[config.mk]
export PLATFORM = sky130hd
export DESIGN_NAME = exc_seq
export DESIGN_NICKNAME = d
export VERILOG_FILES = /design/src/rtl/exc_pkg.sv /design/src/rtl/exc_edge_det.sv /design/src/rtl/exc_arb.sv /design/src/rtl/exc_shadow.sv /design/src/rtl/exc_seq.sv
export SDC_FILE = /design/constraint.sdc
export NUM_CORES = 1
export LEC_CHECK = 0
export BUFFER_PORTS_ARGS = -buffer_cell sky130_fd_sc_hd__buf_2
export CAP_MARGIN = 20
export CORE_MARGIN = 2
export CORE_UTILIZATION = 47
export CTS_CLUSTER_SIZE = 14
export DETAILED_ROUTE_END_ITERATION = 7
export PLACE_DENSITY = 0.83
export SYNTH_ARGS = -nofsm -noshare
export SYNTH_HDL_FRONTEND = slang
export SYNTH_SLANG_ARGS = --single-unit
[constraint.sdc]
create_clock -name clk -period 2 [get_ports clk]
set_clock_uncertainty 0.1 [all_clocks]
set_input_delay 0.3 -clock clk [delete_from_list [all_inputs] [get_ports clk]]
set_output_delay 0.3 -clock clk [all_outputs]
set_load 0.005 [all_outputs]
[src/rtl/exc_pkg.sv]
package exc_pkg;
  localparam int SR_W = 4;
  localparam int FE_B = 0;
  localparam int IE_B = 1;
  localparam int TE_B = 2;
  localparam int PM_B = 3;

  typedef enum logic [1:0] {SRC_NONE, SRC_FIQ, SRC_IRQ, SRC_TRC} exc_src_e;
  typedef enum logic {ST_RUN, ST_VEC} seq_state_e;
endpackage

[src/rtl/exc_edge_det.sv]
module exc_edge_det #(
  parameter int STAGES = 2
) (
  input  logic clk,
  input  logic rst_n,
  input  logic pin_n,
  input  logic clr,
  output logic pend
);
  logic [STAGES-1:0] sync_q;
  logic              prev_q;
  logic              fall;

  generate
    for (genvar g = 0; g < STAGES; g++) begin : g_sync
      if (g == 0) begin : g_first
        always_ff @(posedge clk or negedge rst_n)
          if (!rst_n) sync_q[g] <= 1'b1;
          else        sync_q[g] <= pin_n;
      end else begin : g_next
        always_ff @(posedge clk or negedge rst_n)
          if (!rst_n) sync_q[g] <= 1'b1;
          else        sync_q[g] <= sync_q[g-1];
      end
    end
  endgenerate

  assign fall = prev_q & ~sync_q[STAGES-1];

  always_ff @(posedge clk or negedge rst_n)
    if (!rst_n) begin
      prev_q <= 1'b1;
      pend   <= 1'b0;
    end else begin
      prev_q <= sync_q[STAGES-1];
      pend   <= (pend & ~clr) | fall;
    end
endmodule

[src/rtl/exc_arb.sv]
module exc_arb
  import exc_pkg::*;
#(
  parameter int PC_W     = 22,
  parameter int FIQ_VEC  = 2,
  parameter int IRQ_VEC  = 4,
  parameter int TRC_VEC  = 6
) (
  input  logic            fiq_ok,
  input  logic            irq_ok,
  input  logic            trc_ok,
  output exc_src_e        src,
  output logic [PC_W-1:0] vec_addr
);
  always_comb begin
    if (fiq_ok)      src = SRC_FIQ;
    else if (irq_ok) src = SRC_IRQ;
    else if (trc_ok) src = SRC_TRC;
    else             src = SRC_NONE;
  end

  always_comb begin
    case (src)
      SRC_FIQ: vec_addr = PC_W'(FIQ_VEC);
      SRC_IRQ: vec_addr = PC_W'(IRQ_VEC);
      SRC_TRC: vec_addr = PC_W'(TRC_VEC);
      default: vec_addr = '0;
    endcase
  end
endmodule

[src/rtl/exc_shadow.sv]
module exc_shadow #(
  parameter int PC_W = 22,
  parameter int SR_W = 4
) (
  input  logic            clk,
  input  logic            rst_n,
  input  logic            save,
  input  logic [PC_W-1:0] pc_in,
  input  logic [SR_W-1:0] sr_in,
  output logic [PC_W-1:0] pc_q,
  output logic [SR_W-1:0] sr_q
);
  always_ff @(posedge clk or negedge rst_n)
    if (!rst_n) begin
      pc_q <= '0;
      sr_q <= '0;
    end else if (save) begin
      pc_q <= pc_in;
      sr_q <= sr_in;
    end
endmodule

[src/rtl/exc_seq.sv]
module exc_seq
  import exc_pkg::*;
#(
  parameter int PC_W        = 22,
  parameter int WORD_W      = 16,
  parameter int IMM_W       = 6,
  parameter int SYNC_STAGES = 2,
  parameter int FIQ_VEC     = 2,
  parameter int IRQ_VEC     = 4,
  parameter int TRC_VEC     = 6,
  parameter int SWI_MIN     = 2
) (
  input  logic              clk,
  input  logic              rst_n,
  input  logic              fiq_n,
  input  logic              irq_n,
  input  logic              insn_retire,
  input  logic [PC_W-1:0]   cur_pc,
  input  logic              swi_valid,
  input  logic [IMM_W-1:0]  swi_imm,
  input  logic              ret_fiq,
  input  logic              ret_irq,
  input  logic              ret_swi,
  input  logic              sr_we,
  input  logic [3:0]        sr_wdata,
  output logic              pm_rd_en,
  output logic [PC_W-1:0]   pm_rd_addr,
  input  logic [WORD_W-1:0] pm_rd_data,
  output logic              stall,
  output logic              pc_load,
  output logic [PC_W-1:0]   pc_new,
  output logic [3:0]        sr_out,
  output logic [PC_W-1:0]   a14_out,
  output logic              swi_err
);
  localparam int NBANK  = 3;
  localparam int BK_FIQ = 0;
  localparam int BK_IRQ = 1;
  localparam int BK_SWI = 2;
  localparam int PAD_W  = PC_W - WORD_W;

  seq_state_e      st_q;
  logic [SR_W-1:0] sr_q;
  logic [1:0]      pin_n, pend, pend_clr;
  logic            fiq_pend, irq_pend, trc_pend;
  logic            run, ret_any, insn_evt, swi_legal, swi_go;
  logic            take_fiq, take_irq, take_trc, take_any;
  exc_src_e        src;
  logic [PC_W-1:0] vec_addr;
  logic [NBANK-1:0] bank_save;
  logic [PC_W-1:0] bank_pc [NBANK];
  logic [SR_W-1:0] bank_sr [NBANK];

  // request lines: index 0 fast, index 1 normal
  assign pin_n = {irq_n, fiq_n};
  generate
    for (genvar g = 0; g < 2; g++) begin : g_line
      exc_edge_det #(.STAGES(SYNC_STAGES)) u_edge (
        .clk(clk), .rst_n(rst_n), .pin_n(pin_n[g]),
        .clr(pend_clr[g]), .pend(pend[g])
      );
    end
  endgenerate
  assign fiq_pend = pend[0];
  assign irq_pend = pend[1];

  assign run       = (st_q == ST_RUN);
  assign ret_any   = ret_fiq | ret_irq | ret_swi;
  assign insn_evt  = ret_any | swi_valid;
  assign swi_legal = (swi_imm >= IMM_W'(SWI_MIN));
  assign swi_go    = run & swi_valid & ~ret_any & swi_legal;
  assign swi_err   = run & swi_valid & ~ret_any & ~swi_legal;

  exc_arb #(.PC_W(PC_W), .FIQ_VEC(FIQ_VEC), .IRQ_VEC(IRQ_VEC), .TRC_VEC(TRC_VEC)) u_arb (
    .fiq_ok(fiq_pend & sr_q[FE_B]),
    .irq_ok(irq_pend & sr_q[IE_B]),
    .trc_ok(trc_pend),
    .src(src),
    .vec_addr(vec_addr)
  );

  assign take_any = run & ~insn_evt & (src != SRC_NONE);
  assign take_fiq = take_any & (src == SRC_FIQ);
  assign take_irq = take_any & (src == SRC_IRQ);
  assign take_trc = take_any & (src == SRC_TRC);
  assign pend_clr = {take_irq, take_fiq};

  assign bank_save[BK_FIQ] = take_fiq;
  assign bank_save[BK_IRQ] = take_irq | take_trc;
  assign bank_save[BK_SWI] = swi_go;

  generate
    for (genvar b = 0; b < NBANK; b++) begin : g_bank
      exc_shadow #(.PC_W(PC_W), .SR_W(SR_W)) u_bank (
        .clk(clk), .rst_n(rst_n), .save(bank_save[b]),
        .pc_in(cur_pc), .sr_in(sr_q),
        .pc_q(bank_pc[b]), .sr_q(bank_sr[b])
      );
    end
  endgenerate
  assign a14_out = bank_pc[BK_SWI];

  // trace request: one per completed instruction while TE is set
  always_ff @(posedge clk or negedge rst_n)
    if (!rst_n)                        trc_pend <= 1'b0;
    else if (take_any)                 trc_pend <= 1'b0;
    else if (insn_retire && sr_q[TE_B]) trc_pend <= 1'b1;

  always_ff @(posedge clk or negedge rst_n)
    if (!rst_n)        st_q <= ST_RUN;
    else if (take_any) st_q <= ST_VEC;
    else               st_q <= ST_RUN;

  always_ff @(posedge clk or negedge rst_n)
    if (!rst_n) sr_q <= '0;
    else if (run) begin
      if (ret_fiq)       sr_q <= bank_sr[BK_FIQ];
      else if (ret_irq)  sr_q <= bank_sr[BK_IRQ];
      else if (ret_swi)  sr_q <= bank_sr[BK_SWI];
      else if (swi_go || take_irq || take_trc) begin
        sr_q[PM_B] <= 1'b1;
        sr_q[IE_B] <= 1'b0;
        sr_q[TE_B] <= 1'b0;
      end else if (take_fiq) begin
        sr_q[PM_B] <= 1'b1;
        sr_q[FE_B] <= 1'b0;
        sr_q[IE_B] <= 1'b0;
        sr_q[TE_B] <= 1'b0;
      end else if (sr_we && !swi_valid) sr_q <= sr_wdata;
    end
  assign sr_out = sr_q;

  assign pm_rd_en   = take_any;
  assign pm_rd_addr = vec_addr;
  assign stall      = take_any | (st_q == ST_VEC);

  always_comb begin
    pc_load = 1'b0;
    pc_new  = '0;
    if (st_q == ST_VEC) begin
      pc_load = 1'b1;
      pc_new  = {{PAD_W{1'b0}}, pm_rd_data};
    end else if (ret_fiq) begin
      pc_load = 1'b1;
      pc_new  = bank_pc[BK_FIQ];
    end else if (ret_irq) begin
      pc_load = 1'b1;
      pc_new  = bank_pc[BK_IRQ];
    end else if (ret_swi) begin
      pc_load = 1'b1;
      pc_new  = bank_pc[BK_SWI];
    end else if (swi_go) begin
      pc_load = 1'b1;
      pc_new  = PC_W'({swi_imm, 2'b00});
    end
  end


  vec_follow_chk: assert property (@(posedge clk) disable iff (!rst_n)
    pm_rd_en |=> (pc_load && stall && !pm_rd_en));

  vec_addr_chk: assert property (@(posedge clk) disable iff (!rst_n)
    pm_rd_en |-> (pm_rd_addr == PC_W'(FIQ_VEC) || pm_rd_addr == PC_W'(IRQ_VEC)
                  || pm_rd_addr == PC_W'(TRC_VEC)));

  fiq_sr_chk: assert property (@(posedge clk) disable iff (!rst_n)
    (pm_rd_en && pm_rd_addr == PC_W'(FIQ_VEC)) |=>
      (sr_out[PM_B] && !sr_out[FE_B] && !sr_out[IE_B] && !sr_out[TE_B]));

  swi_err_chk: assert property (@(posedge clk) disable iff (!rst_n)
    swi_err |-> (!pc_load && !pm_rd_en));

  fiq_first_chk: assert property (@(posedge clk) disable iff (!rst_n)
    (pm_rd_en && fiq_pend && sr_out[FE_B]) |-> (pm_rd_addr == PC_W'(FIQ_VEC)));

  fiq_hold_chk: assert property (@(posedge clk) disable iff (!rst_n)
    (fiq_pend && !sr_out[FE_B]) |=> fiq_pend);

  irq_hold_chk: assert property (@(posedge clk) disable iff (!rst_n)
    (irq_pend && !sr_out[IE_B]) |=> irq_pend);
endmodule

==> summary.txt <==
GRT
  • Largest net degree at the start of global routing: 40
  • Met1 usage in global routing: 27.6%
  • GRT Residual Overflow: 0
  • GRT Max-Usage Layer: met2
  • Vias in the first global route: 3,872
  • Initial antenna violation count: 0
  • First-pass GRT wire length: between 15 and 20 mm
  • Routing usage on met2: 37.3%
  • M3 GR Usage: between 4 and 5%
  • GRT Total Usage: 22.4%

Routing
  • Total wire length: 12.4 mm
  • Via-per-instance ratio: 5.50
  • Drt pass-1 iters: 5
  • DRT iter0 DRCs: 376
  • Avg WL per Cell: 17.4 um
  • # DRC: 0
  • Antenna-violating nets left: 0
  • Vias: 3,927

Floorplanning
  • Die Wd: 104 um
  • Rows: 36
  • CORE AREA: 0.00977 mm2
  • IO Pins: approximately 130
  • DIE AREA: 0.0109 mm2
  • Die Ht: 104 um
  • Initial cell density of the core: between 40 and 50%

Yosys
  • Synthesized area: 0.00473 mm2
  • Simple-gate share of the synthesized area: 15.2%
  • Largest family of logic cells by synthesized area: simple AND/OR/NAND/NOR gates
  • Register area share after synthesis: 48.8%
  • Synth Area in Compound Gates: 12.8%
  • Synth Area in Adders: 0%
  • Async SR Flop Fraction: between 90% and 100%
  • Yosys cell types: 48
  • Number of synthesized register bits: between 90 and 100
  • Synth Flop Type: dfrtp_1
  • Yosys warns: 0
  • Synth Area in XOR/XNOR: 0%
  • Synthesized area per cell: roughly 10 um2
  • Cell count after synthesis: 462
  • Post-synth EDFFs: 0
  • Mux cell area share after synthesis: 12.4%

Pwr
  • Power density cells: 1050 mW/mm2
  • Maximum VDD drop: 0.000625 V
  • Pleak: 2.84 nW

STA
  • Post-layout minimum cycle time: 2.31 ns
  • Final worst-path setup slack: -0.313 ns
  • Final hold viol count: 0
  • Worst slew pin tran: 0.503 ns
  • Slew headroom: 66.1%
  • Fin. max-slew vios: 0
  • Max Freq: ~430 MHz
  • Setup tns final: -2.62 ns
  • Fin crit share: 116%
  • RSZ-0062 raised after global routing: true
  • Final setup vio count: 16

Setup path
  • Crit path kind: flip-flop to output port
  • WP data arrival: 1.91 ns
  • Worst Path Required: 1.60 ns
  • CP endpoint kind: output port
  • Type of origin of the critical path: flip-flop
  • Crit-path max FO: 4

Outcome
  • Violated checks: setup timing
  • Status: finished, violations left

Cells and area
  • Multi-input gate area: 0.00213 mm2
  • Layout Utilization: 60.0%
  • Commonest cells after routing, fill and taps aside: buf_2 (108), nand2_1 (103), dfrtp_1 (84)
  • Share of cells above drive strength 1: 43.7%
  • Leading cell type in the layout, fill and taps excluded: buf_2
  • Area growth syn-to-layout: 24.1%
  • Register Area: 0.00231 mm2
  • Final net count: between 600 and 700
  • Antenna cell count: 0
  • # fillers: 820

CTS
  • Clock Path Buffers: 2
  • CTS Sinks: 92
  • Clock transition at path regs: 0.10 ns
  • H-Tree Depth: 3
  • CTS tree: yes
  • Clk_lat worst skew: 0.35 ns
  • TritonCTS Buffers: 9
  • Root buf cell: clkbuf_8

Place
  • Dpl ws: -0.160 ns
  • Gpl congestion: 0.884
  • Dpl hpwl: between 8 and 9 mm
  • I/O Buffers: 111

Job
  • Max-Cap Viols: 0

Worst hold path
  • Hold Path Class: input pin to flip-flop
==> layout make-up <==
class                      instances  share of cell area [%]
sequential                        92                    39.4
multi-input combinational        305                    36.3
clock inverter                     7                    1.68
inverter                          11                   0.703
clock buffer                       9                    2.11
tap                              133                    2.84
timing repair buffer             157                    17.0
==> per-stage QoR <==
step | hold slack, ns | std cells | total power [mW] | cell area [um2]
after floorplan | -0.0956 | 481 | 4.07 | 4800
after global placement | 0.178 | 687 | 4.56 | 5370
after detailed placement | 0.177 | 687 | 4.69 | 5370
after CTS | 0.0401 | 707 | 6.09 | 5690
after global routing | 0.0548 | 714 | 6.53 | 5870
final | 0.0496 | 714 | 6.16 | 5870
==> what timing repair did <==
item,CTS,global route
setup buffers,1,8
hold buffers,3,0
hold endpoints to repair,29,0
pin swaps,0,6
endpoints found under the setup margin,18,28
gates resized for setup,17,27
==> report_power, final <==
group / switching [mW] / leakage (nW) / internal [mW] / total (mW)
combinational: 0.812 / 1.61 / 1.01 / 1.82
sequential: 0.423 / 1.12 / 2.54 / 2.96
clock: 0.672 / 0.110 / 0.711 / 1.38
==> cells in the mapped netlist (7+ instances only) <==
cell        n  area [um2]
nand2_1   105         394
dfrtp_1    86        2150
mux2_2     51         574
buf_4      46         345
nor2b_1    21         131
o31ai_1    20         150
clkbuf_1   18        67.6
a221oi_1   15         131
a21oi_1    14        70.1
inv_1      11        41.3
o21ai_0     8        40.0
buf_2       7        35.0
==> final timing paths <==
path | start | to | slack, ns | depth (start not counted)
worst max-delay path | st_q | pc_new[7] | -0.31 | 5
worst min-delay path | cur_pc[8] | g_bank[2].u_bank.pc_q[8] | 0.05 | 3
worst max register to register | st_q | sr_out[2] | -0.10 | 7
worst min register to register | g_line[1].u_edge.sync_q[0] | g_line[1].u_edge.sync_q[1] | 0.26 | 0
max in group asynchronous | rst_n | g_line[1].u_edge.prev_q | 0.76 | 3
min in group asynchronous | rst_n | g_bank[0].u_bank.pc_q[8] | 0.31 | 2
==> kinds of logic (layout without fill, tap and decap cells) <==
family                 after synthesis  in the layout
AOI/OAI and AO/OA                   80             80
buffers and inverters               84            184
DFF                                 92             92
and+or+nand+nor                    153            153
other                                1             20
muxes                               52             52
==> registers in the layout (all words and copies together), names as in the netlist <==
signal                count
g_line.u_edge.pend        2
g_bank.u_bank.pc_q       66
trc_pend                  1
g_line.u_edge.sync_q      4
st_q                      1
g_bank.u_bank.sr_q       12
sr_out                    4
g_line.u_edge.prev_q      2
==> critical path: stages (launching register included) <==
cell and delay [ns]:
dfrtp_2 0.48, or4_4 0.50, o31ai_2 0.21, a22oi_1 0.10
o21ai_1 0.15, buf_2 0.13
==> layer usage <==
metal,routed length [um],vias to the layer above
met1,4990,1951
met3,808,28
li1,-,1769
met5,0,-
met2,6180,179
met4,414,0
Power figures use the tool's default switching activity.
